<file path="src/rtl/rst_seq_pkg.sv">
package rst_seq_pkg;

  typedef enum logic [2:0] {
    ST_POWERON  = 3'd0,
    ST_CFGLOAD  = 3'd1,
    ST_RUN      = 3'd2,
    ST_PINHOLD  = 3'd3,
    ST_SOFTHOLD = 3'd4
  } seqState_e;

  // control to datapath
  typedef struct packed {
    logic clrTimer;
    logic runTimer;
    logic selSoft;
  } seqStrobe_t;

  // datapath to control
  typedef struct packed {
    logic pinAsserted;
    logic pinHigh;
    logic timerDone;
  } seqStatus_t;

  function automatic int unsigned cyclesFor(input int unsigned clkKhz,
                                            input int unsigned durUs);
    return (clkKhz * durUs) / 1000;
  endfunction

endpackage

</file>
<file path="src/rtl/rst_seq_dpath.sv">
module rst_seq_dpath
  import rst_seq_pkg::*;
#(
  parameter int unsigned POR_CYCLES     = 550000,
  parameter int unsigned SOFT_CYCLES    = 16,
  parameter int unsigned PIN_MIN_CYCLES = 64,
  parameter int unsigned SYNC_STAGES    = 2
) (
  input  logic       clk,
  input  logic       holdAll,
  input  logic       extRstN,
  input  seqStrobe_t strobe,
  output seqStatus_t status
);

  localparam int unsigned TimerMax = (POR_CYCLES > SOFT_CYCLES) ? POR_CYCLES : SOFT_CYCLES;
  localparam int unsigned TimerW   = $clog2(TimerMax + 1);
  localparam int unsigned FiltW    = $clog2(PIN_MIN_CYCLES + 1);
  localparam logic [TimerW-1:0] PorLast  = TimerW'(POR_CYCLES - 1);
  localparam logic [TimerW-1:0] SoftLast = TimerW'(SOFT_CYCLES - 1);
  localparam logic [FiltW-1:0]  FiltFull = FiltW'(PIN_MIN_CYCLES);

  // pin synchronizer, resets to the inactive (high) level
  logic [SYNC_STAGES-1:0] syncQ;
  logic pinSynced;

  generate
    if (SYNC_STAGES == 1) begin : g_sync1
      always_ff @(posedge clk) begin
        if (holdAll) syncQ <= '1;
        else         syncQ <= extRstN;
      end
    end else begin : g_syncN
      always_ff @(posedge clk) begin
        if (holdAll) syncQ <= '1;
        else         syncQ <= {syncQ[SYNC_STAGES-2:0], extRstN};
      end
    end
  endgenerate

  assign pinSynced = syncQ[SYNC_STAGES-1];

  // low-time filter: counts consecutive low samples, saturating
  logic [FiltW-1:0] lowCnt;

  always_ff @(posedge clk) begin
    if (holdAll || pinSynced) lowCnt <= '0;
    else if (lowCnt != FiltFull) lowCnt <= lowCnt + 1'b1;
  end

  // shared stretch timer for power-on and soft reset
  logic [TimerW-1:0] timerCnt;
  logic [TimerW-1:0] timerLast;

  always_ff @(posedge clk) begin
    if (holdAll || strobe.clrTimer) timerCnt <= '0;
    else if (strobe.runTimer)       timerCnt <= timerCnt + 1'b1;
  end

  always_comb begin
    timerLast          = strobe.selSoft ? SoftLast : PorLast;
    status.timerDone   = strobe.runTimer && (timerCnt == timerLast);
    status.pinAsserted = (lowCnt == FiltFull);
    status.pinHigh     = pinSynced;
  end

endmodule

</file>
<file path="src/rtl/rst_seq_ctrl.sv">
module rst_seq_ctrl
  import rst_seq_pkg::*;
(
  input  logic       clk,
  input  logic       holdAll,
  input  logic       softRstReq,
  input  logic       eeLoadDone,
  input  seqStatus_t status,
  output seqStrobe_t strobe,
  output logic       chipRst,
  output logic       eeLoadStart,
  output logic       phyPowerDown,
  output logic       ready
);

  seqState_e state, nextState;
  logic porRelease, pinRelease;

  always_comb begin
    nextState = state;
    unique case (state)
      ST_POWERON:  if (status.timerDone) nextState = ST_CFGLOAD;
      ST_CFGLOAD:  if (eeLoadDone)       nextState = ST_RUN;
      ST_RUN: begin
        if (status.pinAsserted) nextState = ST_PINHOLD;
        else if (softRstReq)    nextState = ST_SOFTHOLD;
      end
      ST_PINHOLD:  if (status.pinHigh)   nextState = ST_RUN;
      ST_SOFTHOLD: begin
        if (status.pinAsserted)    nextState = ST_PINHOLD;
        else if (status.timerDone) nextState = ST_RUN;
      end
      default:                           nextState = ST_POWERON;
    endcase
  end

  always_ff @(posedge clk) begin
    if (holdAll) state <= ST_POWERON;
    else         state <= nextState;
  end

  assign porRelease = (state == ST_POWERON) && (nextState == ST_CFGLOAD);
  assign pinRelease = (state == ST_PINHOLD) && (nextState == ST_RUN);

  always_ff @(posedge clk) begin
    if (holdAll) begin
      eeLoadStart  <= 1'b0;
      phyPowerDown <= 1'b0;
    end else begin
      eeLoadStart  <= porRelease;
      phyPowerDown <= porRelease || pinRelease;
    end
  end

  always_comb begin
    strobe.runTimer = ((state == ST_POWERON) && !holdAll) || (state == ST_SOFTHOLD);
    strobe.clrTimer = holdAll || !strobe.runTimer;
    strobe.selSoft  = (state == ST_SOFTHOLD);
    chipRst = (state == ST_POWERON) || (state == ST_PINHOLD) || (state == ST_SOFTHOLD);
    ready   = (state == ST_RUN);
  end

endmodule

</file>
<file path="src/rtl/chip_reset_seq.sv">
module chip_reset_seq
  import rst_seq_pkg::*;
#(
  parameter int unsigned CLK_KHZ        = 25000,
  parameter int unsigned POR_STRETCH_US = 22000,
  parameter int unsigned PIN_MIN_CYCLES = 64,
  parameter int unsigned SOFT_CYCLES    = 16,
  parameter int unsigned SYNC_STAGES    = 2
) (
  input  logic clk,
  input  logic porDetect,
  input  logic extRstN,
  input  logic unpowered,
  input  logic softRstReq,
  input  logic eeLoadDone,
  output logic chipRst,
  output logic eeLoadStart,
  output logic phyPowerDown,
  output logic ready
);

  localparam int unsigned PorCycles = cyclesFor(CLK_KHZ, POR_STRETCH_US);

  logic       holdAll;
  seqStrobe_t strobe;
  seqStatus_t status;

  assign holdAll = porDetect | unpowered;

  rst_seq_dpath #(
    .POR_CYCLES     (PorCycles),
    .SOFT_CYCLES    (SOFT_CYCLES),
    .PIN_MIN_CYCLES (PIN_MIN_CYCLES),
    .SYNC_STAGES    (SYNC_STAGES)
  ) i_dpath (
    .clk     (clk),
    .holdAll (holdAll),
    .extRstN (extRstN),
    .strobe  (strobe),
    .status  (status)
  );

  rst_seq_ctrl i_ctrl (
    .clk          (clk),
    .holdAll      (holdAll),
    .softRstReq   (softRstReq),
    .eeLoadDone   (eeLoadDone),
    .status       (status),
    .strobe       (strobe),
    .chipRst      (chipRst),
    .eeLoadStart  (eeLoadStart),
    .phyPowerDown (phyPowerDown),
    .ready        (ready)
  );

endmodule

</file>
<file path="config.mk">
export PLATFORM = sky130hd
export DESIGN_NAME = chip_reset_seq
export DESIGN_NICKNAME = d
export VERILOG_FILES = /design/src/rtl/rst_seq_pkg.sv /design/src/rtl/rst_seq_dpath.sv /design/src/rtl/rst_seq_ctrl.sv /design/src/rtl/chip_reset_seq.sv
export SDC_FILE = /design/constraint.sdc
export NUM_CORES = 1
export LEC_CHECK = 0
export BUFFER_PORTS_ARGS = -buffer_cell sky130_fd_sc_hd__clkbuf_2
export CORE_MARGIN = 4
export CORE_UTILIZATION = 25
export DETAILED_ROUTE_END_ITERATION = 7
export GPL_TIMING_DRIVEN = 1
export MAX_ROUTING_LAYER = met4
export PLACE_DENSITY = 0.45
export SLEW_MARGIN = 5
export SYNTH_ARGS = -nofsm -noshare
export SYNTH_HDL_FRONTEND = slang
export SYNTH_SLANG_ARGS = --single-unit
</file>
<file path="constraint.sdc">
create_clock -name clk -period 2.1 [get_ports clk]
set_clock_uncertainty 0.15 [all_clocks]
set_input_delay 0.42 -clock clk [delete_from_list [all_inputs] [get_ports clk]]
set_output_delay 0.42 -clock clk [all_outputs]
set_load 0.01 [all_outputs]
</file>
==> flow_metrics.py <==
metrics = {
    "outcome": {
        "status": "complete, no violations",
    },
    "finish": {
        "area_growth_pct": 19.9,
        "mostFrequentLayoutCells": "dfxtp_1 (34), nor2_1 (30), nand2_1 (14)",
        "post-route-cell-area_sq_um": 1930,
        "drive_above_1_share_pct": 16.4,
        "nFillCells": 662,
        "multi_input_area_sq_um": 891,
        "n_antenna_cell": 0,
        "layout_commonest_cell": "dfxtp_1",
        "seq_area_sq_um": 681,
        "fin_nets": 215,
    },
    "synth": {
        "seq_area_frac_synth_pct": 42.3,
        "synth_compound_area_share_pct": 7.77,
        "synthesis.area_sq_um": 1610,
        "ys_async_sr_fraction_pct": 0,
        "syn_inst": 187,
        "yosys.area.top_type_share_pct": 42.3,
        "ys_seq_elements": 34,
        "synth-xor-area-share_pct": 10.3,
        "yosysUniqueCellTypes": 39,
        "synth_edf_count": 0,
        "synth_flop_cell": "dfxtp_1",
        "synthSimpleGateAreaFrac_pct": 33.6,
        "muxShareOfSynthArea_pct": 1.24,
        "synth.avg_cell_area_sq_um": 8.61,
        "synth_fa_ha_area_share_pct": 2.33,
        "ys_warn_count": 0,
        "synth_top_family_by_area": "simple AND/OR/NAND/NOR gates",
        "postSynthNetCount": 196,
        "ys_top_cells_by_area": "dfxtp_1 (42%), nor2_1 (7.0%), xnor2_1 (5.4%)",
        "synth_top_cell_by_area": "dfxtp_1",
    },
    "global_route": {
        "antenna_found_initial": 0,
        "grt_pass1_vias": 1284,
        "overflow": 0,
        "grt_pass1_wl_mm": 5.88,
        "grt_max_degree": 20,
        "grt.total_usage_pct": 10.0,
    },
    "timing": {
        "post-route-period-util_pct": 92.0,
        "rsz0062_at_grt": "no",
        "timing.final.hold_violations": 0,
        "fin_setup_tns_ps": 0,
        "worst_pin_slew_ps": 359,
        "min_period_ps": 1930,
        "max_freq_ghz": 0.518,
        "final-setup-viol-count": 0,
        "relSlewSlack_pct": 75.7,
        "slew_violations": 0,
    },
    "clock_tree": {
        "cts.clk_slew.worst_paths_ps": 80,
        "cts_num_sinks": 34,
        "postCtsSetupRepairBufs": 0,
        "htreeDepth": 2,
        "clk_root_buffer_cell": "clkbuf_8",
        "max-clock-path-buffers": 2,
        "clk_latency_ps": 290,
        "cts_resized": 0,
        "hold_buffers": 0,
        "cts_tree": "done",
        "numCtsBuffers": 5,
    },
    "route": {
        "dr.pass1.iters": 4,
        "drt-total-wl_mm": 3.35,
        "via_per_inst": 4.64,
        "wl_per_cell_um": 11.9,
        "drt_iter0_drc": 53,
        "drc_errors": 0,
        "routed-via-count": 1308,
        "ant_nets": 0,
    },
    "worst_setup_path": {
        "r2r_slack_ps": 170,
        "cp-end-kind": "flip-flop",
        "setup.worst_path.class": "reg2reg",
        "required_ps": 2120,
        "r2r_start": "i_dpath.lowCnt[0]",
        "cp-start-kind": "flip-flop",
        "reg2reg_depth": 6,
        "crit_fanout": 8,
        "cp.arrival_ps": 1950,
        "r2r-end": "i_ctrl.state[2]",
    },
    "job": {
        "drv_cap": 0,
    },
    "power": {
        "irDropWorstVdd_uv": 309,
        "power.leakage_nw": 0.697,
        "total_power_mw": 1.41,
        "power_density_nw_per_um2": 730,
    },
    "floorplan": {
        "ios": 10,
        "dieArea_sq_um": 7790,
        "die_x_um": 88.3,
        "die_y_um": 88.3,
        "initial_utilization_pct": 26.4,
        "coreArea_sq_um": 6100,
        "rows": 28,
    },
    "placement": {
        "hpwlAfterDp_mm": 2.49,
        "dpl_cell_area_sq_um": 1790,
        "routabilityCongestion": 0.751,
        "io_buffer_count": 9,
    },
    "worst_hold_path": {
        "hold_path.startpoint": "extRstN",
        "whs_path_depth": 2,
        "min_path_type": "in2reg",
        "hold-path-endpoint": "i_dpath.syncQ[0]",
    },
}
## cells in the mapped netlist, types with 5 or more instances
| library cell | n |
|---|---|
| nand2_1 | 14 |
| nand4_1 | 5 |
| or3_1 | 7 |
| xnor2_1 | 10 |
| o21ai_0 | 6 |
| a21oi_1 | 8 |
| dfxtp_1 | 34 |
| xor2_1 | 9 |
| nand3_1 | 8 |
| nor2_1 | 30 |
| nor4_1 | 6 |
## worst max-delay path: stages, from the launching register on
cell and delay (ps):
dfxtp_1 330, inv_1 100, ha_1 150, or4b_4 470, nor3b_4 350, nor2_1 90
a21o_1 180
## routing by layer
layer	share of wire, %	global-route usage, %
met1	52	12.8
met2	42	14.8
met3	3.9	3.17
met4	1.6	3.71
met5	0	-
## layout make-up
cell class / count / share of cell area, %
Clock inverter: 3 / 3.56
Multi-Input combinational cell: 143 / 46.1
Inverter: 4 / 0.778
Sequential cell: 34 / 35.3
Clock buffer: 5 / 3.56
Tap cell: 75 / 4.86
Timing Repair Buffer: 18 / 5.83
## metrics by stage
step / instances / utilization, % / setup slack [ps] / hold WS, ps
after floorplan: 187 / - / 299 / 234
after global placement: 274 / 29.4 / 161 / 260
after detailed placement: 274 / 29.4 / 152 / 277
after CTS: 282 / 31.7 / 155 / 158
after global routing: 282 / 31.7 / 17.8 / 167
final: 282 / 31.7 / 169 / 162
## how the worst max path moves through the flow
stage	start	endpoint	slack [ps]	cells past startpoint
after global placement	unpowered	i_ctrl.state[2]	160	5
after floorplan	i_dpath.lowCnt[0]	i_dpath.lowCnt[1]	300	6
after detailed placement	unpowered	i_ctrl.state[2]	150	5
after CTS	i_dpath.lowCnt[0]	i_ctrl.state[1]	160	6
final	i_dpath.lowCnt[0]	i_ctrl.state[2]	170	6
after global routing	i_dpath.lowCnt[0]	i_dpath.lowCnt[1]	20	6
## where the power goes
part	internal, mW	switching, mW	total [mW]
clock network	0.476	0.256	0.731
logic	0.0123	0.0165	0.0288
registers	0.647	0.00234	0.650
total	1.14	0.274	1.41
## kinds of logic after synthesis
group / count (synthesis)
simple gates: 98
fa+ha+maj: 3
mux: 2
xor+xnor: 19
buf+inv: 10
compound gates: 21
flops: 34
## flip-flops by register name (all words and copies together), names as in the netlist
| register | cells |
|---|---|
| i_dpath.timerCnt | 20 |
| i_ctrl.phyPowerDown | 1 |
| i_ctrl.eeLoadStart | 1 |
| i_ctrl.state | 3 |
| i_dpath.syncQ | 2 |
| i_dpath.lowCnt | 7 |
Power figures use the tool's default switching activity.
